**src/rtl/dma_req_router_pkg.sv**
```systemverilog
package dma_req_router_pkg;
  localparam int unsigned NUM_CH     = 6;
  localparam int unsigned SRC_PER_CH = 4;
  localparam int unsigned NUM_SRC    = NUM_CH * SRC_PER_CH;
  localparam int unsigned SEL_W      = $clog2(NUM_SRC);
  localparam int unsigned NUM_OUT    = 4;
  localparam int unsigned OUT_W      = $clog2(NUM_OUT);

  typedef logic [SEL_W-1:0] sel_t;

  function automatic logic sel_valid(sel_t s);
    return int'(s) < NUM_SRC;
  endfunction
endpackage

```
**src/rtl/dma_route_cfg.sv**
```systemverilog
module dma_route_cfg
  import dma_req_router_pkg::*;
(
  input  logic                    clk_i,
  input  logic                    rst_ni,
  input  logic                    we_i,
  input  logic [OUT_W-1:0]        idx_i,
  input  logic                    en_i,
  input  sel_t                    sel_i,
  output logic [NUM_OUT-1:0]      en_o,
  output sel_t [NUM_OUT-1:0]      sel_o
);
  for (genvar k = 0; k < NUM_OUT; k++) begin : g_reg
    logic hit;
    assign hit = we_i && (idx_i == OUT_W'(k));

    always_ff @(posedge clk_i or negedge rst_ni) begin
      if (!rst_ni) begin
        en_o[k]  <= 1'b0;
        sel_o[k] <= '0;
      end else if (hit) begin
        en_o[k] <= en_i;
        // select locked while routed
        if (!en_o[k]) sel_o[k] <= sel_i;
      end
    end

    AST_SEL_LOCKED: assert property (@(posedge clk_i) disable iff (!rst_ni)
      (hit && en_o[k]) |=> $stable(sel_o[k]));
  end
endmodule

```
**src/rtl/dma_route_mux.sv**
```systemverilog
module dma_route_mux
  import dma_req_router_pkg::*;
(
  input  logic               clk_i,
  input  logic               rst_ni,
  input  logic               en_i,
  input  sel_t               sel_i,
  input  logic [NUM_SRC-1:0] src_i,
  output logic               req_o
);
  logic pick;

  always_comb begin
    pick = 1'b0;
    if (en_i && sel_valid(sel_i)) pick = src_i[sel_i];
  end

  always_ff @(posedge clk_i or negedge rst_ni) begin
    if (!rst_ni) req_o <= 1'b0;
    else         req_o <= pick;
  end

  AST_OFF_QUIET: assert property (@(posedge clk_i) disable iff (!rst_ni)
    !en_i |=> !req_o);
  AST_RSVD_QUIET: assert property (@(posedge clk_i) disable iff (!rst_ni)
    (en_i && !sel_valid(sel_i)) |=> !req_o);
endmodule

```
**src/rtl/dma_route_dup.sv**
```systemverilog
module dma_route_dup
  import dma_req_router_pkg::*;
(
  input  logic                 clk_i,
  input  logic                 rst_ni,
  input  logic [NUM_OUT-1:0]   en_i,
  input  sel_t [NUM_OUT-1:0]   sel_i,
  output logic                 dup_o
);
  logic hit;

  always_comb begin
    hit = 1'b0;
    for (int a = 0; a < NUM_OUT; a++)
      for (int b = a + 1; b < NUM_OUT; b++)
        if (en_i[a] && en_i[b] && sel_valid(sel_i[a]) && sel_i[a] == sel_i[b])
          hit = 1'b1;
  end

  always_ff @(posedge clk_i or negedge rst_ni) begin
    if (!rst_ni) dup_o <= 1'b0;
    else         dup_o <= hit;
  end

  AST_DUP_NEEDS_TWO: assert property (@(posedge clk_i) disable iff (!rst_ni)
    ($countones(en_i) < 2) |=> !dup_o);
endmodule

```
**src/rtl/dma_req_router.sv**
```systemverilog
module dma_req_router
  import dma_req_router_pkg::*;
(
  input  logic               clk_i,
  input  logic               rst_ni,
  input  logic               cfg_we_i,
  input  logic [OUT_W-1:0]   cfg_idx_i,
  input  logic               cfg_en_i,
  input  logic [SEL_W-1:0]   cfg_sel_i,
  input  logic [NUM_SRC-1:0] src_req_i,
  output logic [NUM_OUT-1:0] req_o,
  output logic               dup_o
);
  logic [NUM_OUT-1:0] en_q;
  sel_t [NUM_OUT-1:0] sel_q;

  dma_route_cfg u_cfg (
    .clk_i  (clk_i),
    .rst_ni (rst_ni),
    .we_i   (cfg_we_i),
    .idx_i  (cfg_idx_i),
    .en_i   (cfg_en_i),
    .sel_i  (cfg_sel_i),
    .en_o   (en_q),
    .sel_o  (sel_q)
  );

  for (genvar k = 0; k < NUM_OUT; k++) begin : g_out
    dma_route_mux u_mux (
      .clk_i  (clk_i),
      .rst_ni (rst_ni),
      .en_i   (en_q[k]),
      .sel_i  (sel_q[k]),
      .src_i  (src_req_i),
      .req_o  (req_o[k])
    );
  end

  dma_route_dup u_dup (
    .clk_i  (clk_i),
    .rst_ni (rst_ni),
    .en_i   (en_q),
    .sel_i  (sel_q),
    .dup_o  (dup_o)
  );

  AST_SHARED_SRC: assert property (@(posedge clk_i) disable iff (!rst_ni)
    (en_q[0] && en_q[1] && sel_q[0] == sel_q[1]) |=> (req_o[0] == req_o[1]));
  AST_DUP_FLAGS: assert property (@(posedge clk_i) disable iff (!rst_ni)
    (en_q[2] && en_q[3] && sel_valid(sel_q[2]) && sel_q[2] == sel_q[3]) |=> dup_o);
endmodule

```
**config.mk**
```make
export PLATFORM = sky130hd
export DESIGN_NAME = dma_req_router
export DESIGN_NICKNAME = d
export VERILOG_FILES = /design/src/rtl/dma_req_router_pkg.sv /design/src/rtl/dma_route_cfg.sv /design/src/rtl/dma_route_mux.sv /design/src/rtl/dma_route_dup.sv /design/src/rtl/dma_req_router.sv
export SDC_FILE = /design/constraint.sdc
export NUM_CORES = 1
export LEC_CHECK = 0
export ABC_AREA = 1
export BUFFER_PORTS_ARGS = -buffer_cell sky130_fd_sc_hd__buf_2
export CAP_MARGIN = 40
export CORE_MARGIN = 5
export CORE_UTILIZATION = 30
export DETAILED_ROUTE_END_ITERATION = 6
export PLACE_DENSITY = 0.6
export SYNTH_ARGS = -nofsm -noshare
export SYNTH_HDL_FRONTEND = slang
export SYNTH_SLANG_ARGS = --single-unit
```
**constraint.sdc**
```tcl
create_clock -name clk_i -period 1.2 [get_ports clk_i]
set_input_delay 0.06 -clock clk_i [delete_from_list [all_inputs] [get_ports clk_i]]
set_output_delay 0.06 -clock clk_i [all_outputs]
set_load 0.01 [all_outputs]
```
# == Yosys cells after proc, flatten, opt, wreduce, memory -nomap -nowiden ==
# Cells that the tools add are included.
# totals
wordCells,83
n_memories,0
input_bits,35
regBits,29
romBits,0
latchBits,0
out_inout_bits,5
mem_bits_rw,0
# op_classes
mul,0
shifts,0
addsub,0
order_cmp,8
n_mux,18
n_div,0
n_reduce_logical,31
eq_ne,9
n_bitwise,4
# ops
operator,n
$eq A5 B5 Y1,6
$logic_and A1 B1 Y1,26
$lt A5 B6 Y1 const B,4
$bmux W1 S5,4
$lt A5 B5 Y1 const B,4
$mux W1,14
$reduce_and A2 Y1,4
$eq A2 B2 Y1 const B,2
$not A1 Y1,4
$eq A2 B1 Y1 const B,1
$logic_not A2 Y1,1

# == Logic depth before layout (Yosys ltp) ==
# logic_depth
ltp_word,9
mapped_depth,10
depth_no_buf,9

# == Hierarchy ==
# A second synthesis with hierarchy kept.
# unflattened
hier_cells,520
area_unflattened_um2,2914.0
# modules_own_cells
module,instances,cells_per_inst,seq_area_each_um2,area_per_inst_um2
dma_route_mux,4,66,25.0,329.1
dma_route_cfg,1,113,600.6,993.5
dma_route_dup,1,143,25.0,604.3

# == Worst setup path after synthesis ==
# No wires, ideal clock.
# synth_timing
kind,reg-to-reg
startpoint,reg u_cfg.sel_o[0] in the netlist's numbering
endpoint,reg u_dup.dup_o
path_stages_with_launch,9
required_ps,1081
path_buffers,2
t_arrival_ps,1046
slack_ps,35
period_less_slack_ps,1165
setup_time_ps,119
path_cell_list,dfrtp_1 buf_6 buf_6 o22ai_1 nor2_1 nand3_1 nand3_1 nand2_1 nand2_1
# synth_via
elab_chain_len,9
elab_cells_between_ends,16
classes_between,order compare: 1; eq/ne: 3; mux: 6; reduce/logical: 6
# synth_rtl
item,line_no,text
from (decl),dma_route_cfg.sv:11,output sel_t [NUM_OUT-1:0] sel_o
"from (signal, indexed assignment)",dma_route_cfg.sv:24,if (!en_o[k]) sel_o[k] <= sel_i;
$lt A5 B5 Y1,dma_req_router_pkg.sv:12,return int'(s) < NUM_SRC;
$logic_and A1 B1 Y1 (2 in series),dma_route_dup.sv:16,if (en_i[a] && en_i[b] && sel_valid(sel_i[a]) && sel_i[a] == sel_i[b])
$mux W1 (2 in series),dma_route_dup.sv:16,
$mux W1 (*) (4 in series),dma_route_dup.sv:16,
net u_dup.hit,dma_route_dup.sv:10,logic hit;
to (signal assigned),dma_route_dup.sv:22,else dup_o <= hit;
to (decl),dma_route_dup.sv:8,output logic dup_o
# Mark *: on every way through the listed nets, which the timed path passes. The rest lies on a longest branch.
# A chain may end at the register's enable or synchronous reset.

# == Final worst setup path ==
# layout_timing
startpoint,reg u_cfg.sel_o[10] in the netlist's numbering
endpoint,reg g_out[2].u_mux.req_o
# layout_via
elab_chain_len,3
elab_cells_between_ends,5
classes_between,order compare: 1; mux: 3; reduce/logical: 1
# layout_rtl
item,line_no,text
$bmux W1 S5 / $lt A5 B5 Y1 (equally long branches),"dma_route_mux.sv:15, dma_req_router_pkg.sv:12",
$mux W1 (not written as such) / $logic_and A1 B1 Y1 (equally long branches),dma_route_mux.sv:15,if (en_i && sel_valid(sel_i)) pick = src_i[sel_i];
$mux W1 (*),dma_route_mux.sv:15,
net g_out[2].u_mux.pick,dma_route_mux.sv:11,logic pick;
to (signal assigned),dma_route_mux.sv:20,else req_o <= pick;
to (decl),dma_route_mux.sv:9,output logic req_o
# Mark *: on every way through the listed nets, which the timed path passes. The rest lies on a longest branch. The select of a mux whose other input is x is not followed.

==> PnR_summary.wiki <==
{| class="wikitable"
! Metric !! Value
|-
| Required time worst endpoint || 1.42 ns
|-
| Die area || 10600 um2
|-
| Detailed placement HPWL || 6760 um
|-
| Ratio of routed vias to standard cells || 5.22
|-
| Global-route met2 utilization || 30.1%
|-
| Critical-path top delay cell || dfrtp_2
|-
| Critical Path, Cell by Cell || buf_8, nand2_2, nand3_2, nand3_2, nand3_2, nand2_1, nand2_1, a21oi_2
|-
| Skew-Pair Late Insertion Delay || 0.29 ns
|-
| R2R setup slack || -0.1 ns
|-
| Worst Tran Pin Value || 0.376 ns
|-
| Total clock buffers created by CTS || 5
|-
| Unrepaired setup endpoints after global routing || true
|-
| Max-slew headroom || 74.9%
|-
| Number of nets produced by synthesis || 449
|-
| Iteration-0 DRC count of the detailed router || 214
|-
| Die height || 103 um
|-
| Initial DRT Pass Iterations || 5
|-
| Critical path start-end classification || register to register
|-
| Max-cap check violation count || 0
|-
| Clock share of power || 14.4%
|-
| Core Footprint || 8300 um2
|-
| Clock root cell || clkbuf_8
|-
| Maximum fanout encountered on the critical timing path || 7
|-
| Final Skew || 0.00399 ns
|-
| Worst hold start || cfg_en_i
|-
| Most used flip-flop cell after synthesis || dfrtp_1
|-
| Worst EP arrival || 1.51 ns
|-
| Summed instance area of the synthesized netlist || 2590 um2
|-
| Standard-cell rows || 33
|-
| Synthesized instance count || 414
|-
| Total count of max-transition violations in the final report || 0
|-
| Area growth from synthesis to layout || 38.5%
|-
| Gpl congestion || 0.908
|-
| Pleak || 1.76 nW
|-
| Reg-to-reg critical path endpoint || g_out[2].u_mux.req_o
|-
| Power share of the sequential group || 26.5%
|-
| FF+latch count, synth || 29
|-
| Result of the run || finished with violations
|-
| Maximum vdd ir drop || 468 uV
|-
| Commonest cells in the synthesized netlist || 132 x nand2_1, 69 x nand3_1, 35 x inv_1, 29 x dfrtp_1, 21 x o21ai_1
|-
| Share of cells above drive strength 1 || 40.1%
|-
| YS warnings || 0
|-
| Placed Cells incl. Taps || 573
|-
| Met3 track demand over resource in global routing || 2.84%
|-
| Maximum number of buffers from clock root to sink || 2
|-
| Clk slew on worst S/H paths || 0.06 ns
|-
| Post-place setup slack || -0.146 ns
|-
| Boundary pin count || 40
|-
| Worst hold path endpoint || u_cfg.en_o[0]
|-
| Hold violation count in the final report || 0
|-
| Most common cell on crit path || nand3_2
|-
| Final layout net count || 518
|-
| Maximum number of pins on one net before global-route repair || 30
|-
| Logic gate share of total power || 59.1%
|-
| Cell with the most instances after synthesis || nand2_1
|-
| TritonCTS clock tree || done
|-
| Total length of routed wires || 9240 um
|-
| Final setup fails || 5
|-
| Initial antenna violation count || 0
|-
| Count of flip-flops with a built-in enable after synthesis || 0
|-
| Chip width || 103 um
|-
| Type of element launching the critical path || register
|-
| Count of different cell masters after synthesis || 25
|-
| Cell Int Power || 0.00339 W
|-
| Synth async-reset ratio || 100%
|-
| Post-DRT Antenna Nets || 0
|-
| Via count || 3072
|-
| Worst Hold Slack || 0.0241 ns
|-
| Post-synthesis sequential area ratio || 28.0%
|-
| Post-synth top area share || 28.0%
|-
| GRT busiest layer || met2
|-
| Switching fraction of total power || 44.9%
|-
| Max Clk Rate || 770 MHz
|-
| Violations in the final reports || setup timing
|-
| Antenna fix cells || 0
|-
| Critical register-to-register path startpoint || u_cfg.sel_o[10]
|-
| Hold/Removal Path Class || input pin to register
|-
| Mean instance size in the synthesized netlist || 6.26 um2
|-
| Total power after layout || 0.00616 W
|-
| Biggest cell delay along the critical path || 0.49 ns
|-
| Final critical path time including I/O delays and setup || 1.30 ns
|-
| Residual overflow from global routing || 0
|-
| H-tree depth || 2
|-
| Final non-filler cell total || 589
|-
| Post-route worst setup slack || -0.0982 ns
|-
| Buffers added on ports || 39
|-
| Global-route wire length before repair || 14200 um
|-
| Hold-critical path depth || 3
|-
| Worst setup EP type || register
|-
| R2R cell count || 8
|-
| Top cells by area, synth || dfrtp_1 28%, nand2_1 19%, nand3_1 13%
|-
| Final period utilization || 108%
|-
| Post-detailed-route wirelength per cell || 15.7 um
|-
| P_sw || 0.00276 W
|-
| Initial Utilization || 31.2%
|-
| Overall track demand over capacity in global routing || 17.3%
|-
| Sinks on the clock net || 29
|-
| Met1 Use GR || 20.5%
|-
| Number of remaining DRC errors || 0
|-
| Library cell occupying the most area in the post-synthesis netlist || dfrtp_1
|-
| Vias in the first global route || 2949
|-
| Total power divided by cell area || 1720 nW/um2
|}
power by group through the flow:
stage | registers [W] | clock network, W | logic [W]
after floorplan | 0.00135 | 0 | 0.00214
after global placement | 0.00157 | 0 | 0.00300
after detailed placement | 0.00157 | 0 | 0.00304
after CTS | 0.00159 | 0.000920 | 0.00324
after global routing | 0.00166 | 0.000977 | 0.00397
final | 0.00163 | 0.000889 | 0.00364
final cells by class:
cell class	count	area [um2]
clock buffer	7	96.3
clock inverter	1	5.00
fill	841	4710
inverter	46	185
multi-input combinational	309	1740
sequential	29	733
tap	105	131
timing repair buffer	92	698
flip-flops by register name (all words and copies together) (netlist names):
name               count
u_cfg.sel_o           20
g_out.u_mux.req_o      4
u_cfg.en_o             4
u_dup.dup_o            1
cell usage in the layout (no fill, tap or decap):
cell,instances
dlygate4sd3_1,1
nor2_1,12
clkbuf_16,2
nand3_1,38
nor3_1,2
a21oi_2,4
buf_6,4
buf_2,39
o2111ai_1,2
a21oi_1,14
o21ai_2,5
dfrtp_2,6
buf_4,41
o211ai_1,10
inv_2,10
o22ai_1,6
o21ai_1,22
nor3_2,4
xnor2_1,6
inv_1,32
inv_4,3
nand2_2,31
clkbuf_8,7
clkinv_2,1
inv_6,1
buf_12,3
buf_8,2
nand2_1,102
xor2_1,5
nand3_2,31
o21ai_0,11
nand4_1,3
or2_0,1
dfrtp_1,23
through the flow:
step	utilization [%]	setup TNS [ns]	area, um2
floorplan	-	0	2590
finish	43.2	-0.369	3590
detailed placement	37.3	-0.405	3100
CTS	40.2	-0.281	3340
global placement	37.3	-0.387	3100
global route	43.2	-0.748	3590
metal layers:
layer  routed length [um]  vias up  share of wire, %
met1                 3700     1439                40
met2                 4580      106                50
met3                  609       32               6.6
met4                  350        0               3.8
li1                     -     1495                 -
met5                    0        -                 0
cell families after synthesis:
kind of cell / count (synthesis) / share of synthesized area, %
and+or+nand+nor: 224 / 37.3
AOI/OAI and AO/OA: 74 / 16.7
buffers and inverters: 76 / 14.2
DFF: 29 / 28.0
xor gates and xnor gates: 11 / 3.72
worst max-delay path: cells and delay by family, from the launching register on:
family                 cells  cell delay (ns)
and+or+nand+nor            6             0.43
AOI/OAI and AO/OA          1             0.13
DFF                        1             0.49
buffers and inverters      1             0.18
worst max-delay path by stage:
stage | slack [ns] | depth (start not counted) | startpoint | to
global placement | -0.12 | 7 | u_cfg.sel_o[7] | g_out[1].u_mux.req_o
global route | -0.18 | 8 | u_cfg.sel_o[10] | u_dup.dup_o
finish | -0.1 | 8 | u_cfg.sel_o[10] | g_out[2].u_mux.req_o
CTS | -0.1 | 8 | u_cfg.sel_o[10] | g_out[2].u_mux.req_o
detailed placement | -0.15 | 9 | u_cfg.sel_o[10] | g_out[2].u_mux.req_o
floorplan | 0.04 | 8 | u_cfg.sel_o[0] | u_dup.dup_o
repair_timing:
action	CTS	global route
gates cloned	1	2
hold buffers	1	0
endpoints found under the hold margin	29	0
resized for setup	34	54
buffers inserted	2	2
pin swaps	21	22
setup endpoints to repair	4	5
(Power assumes the default switching activity.)
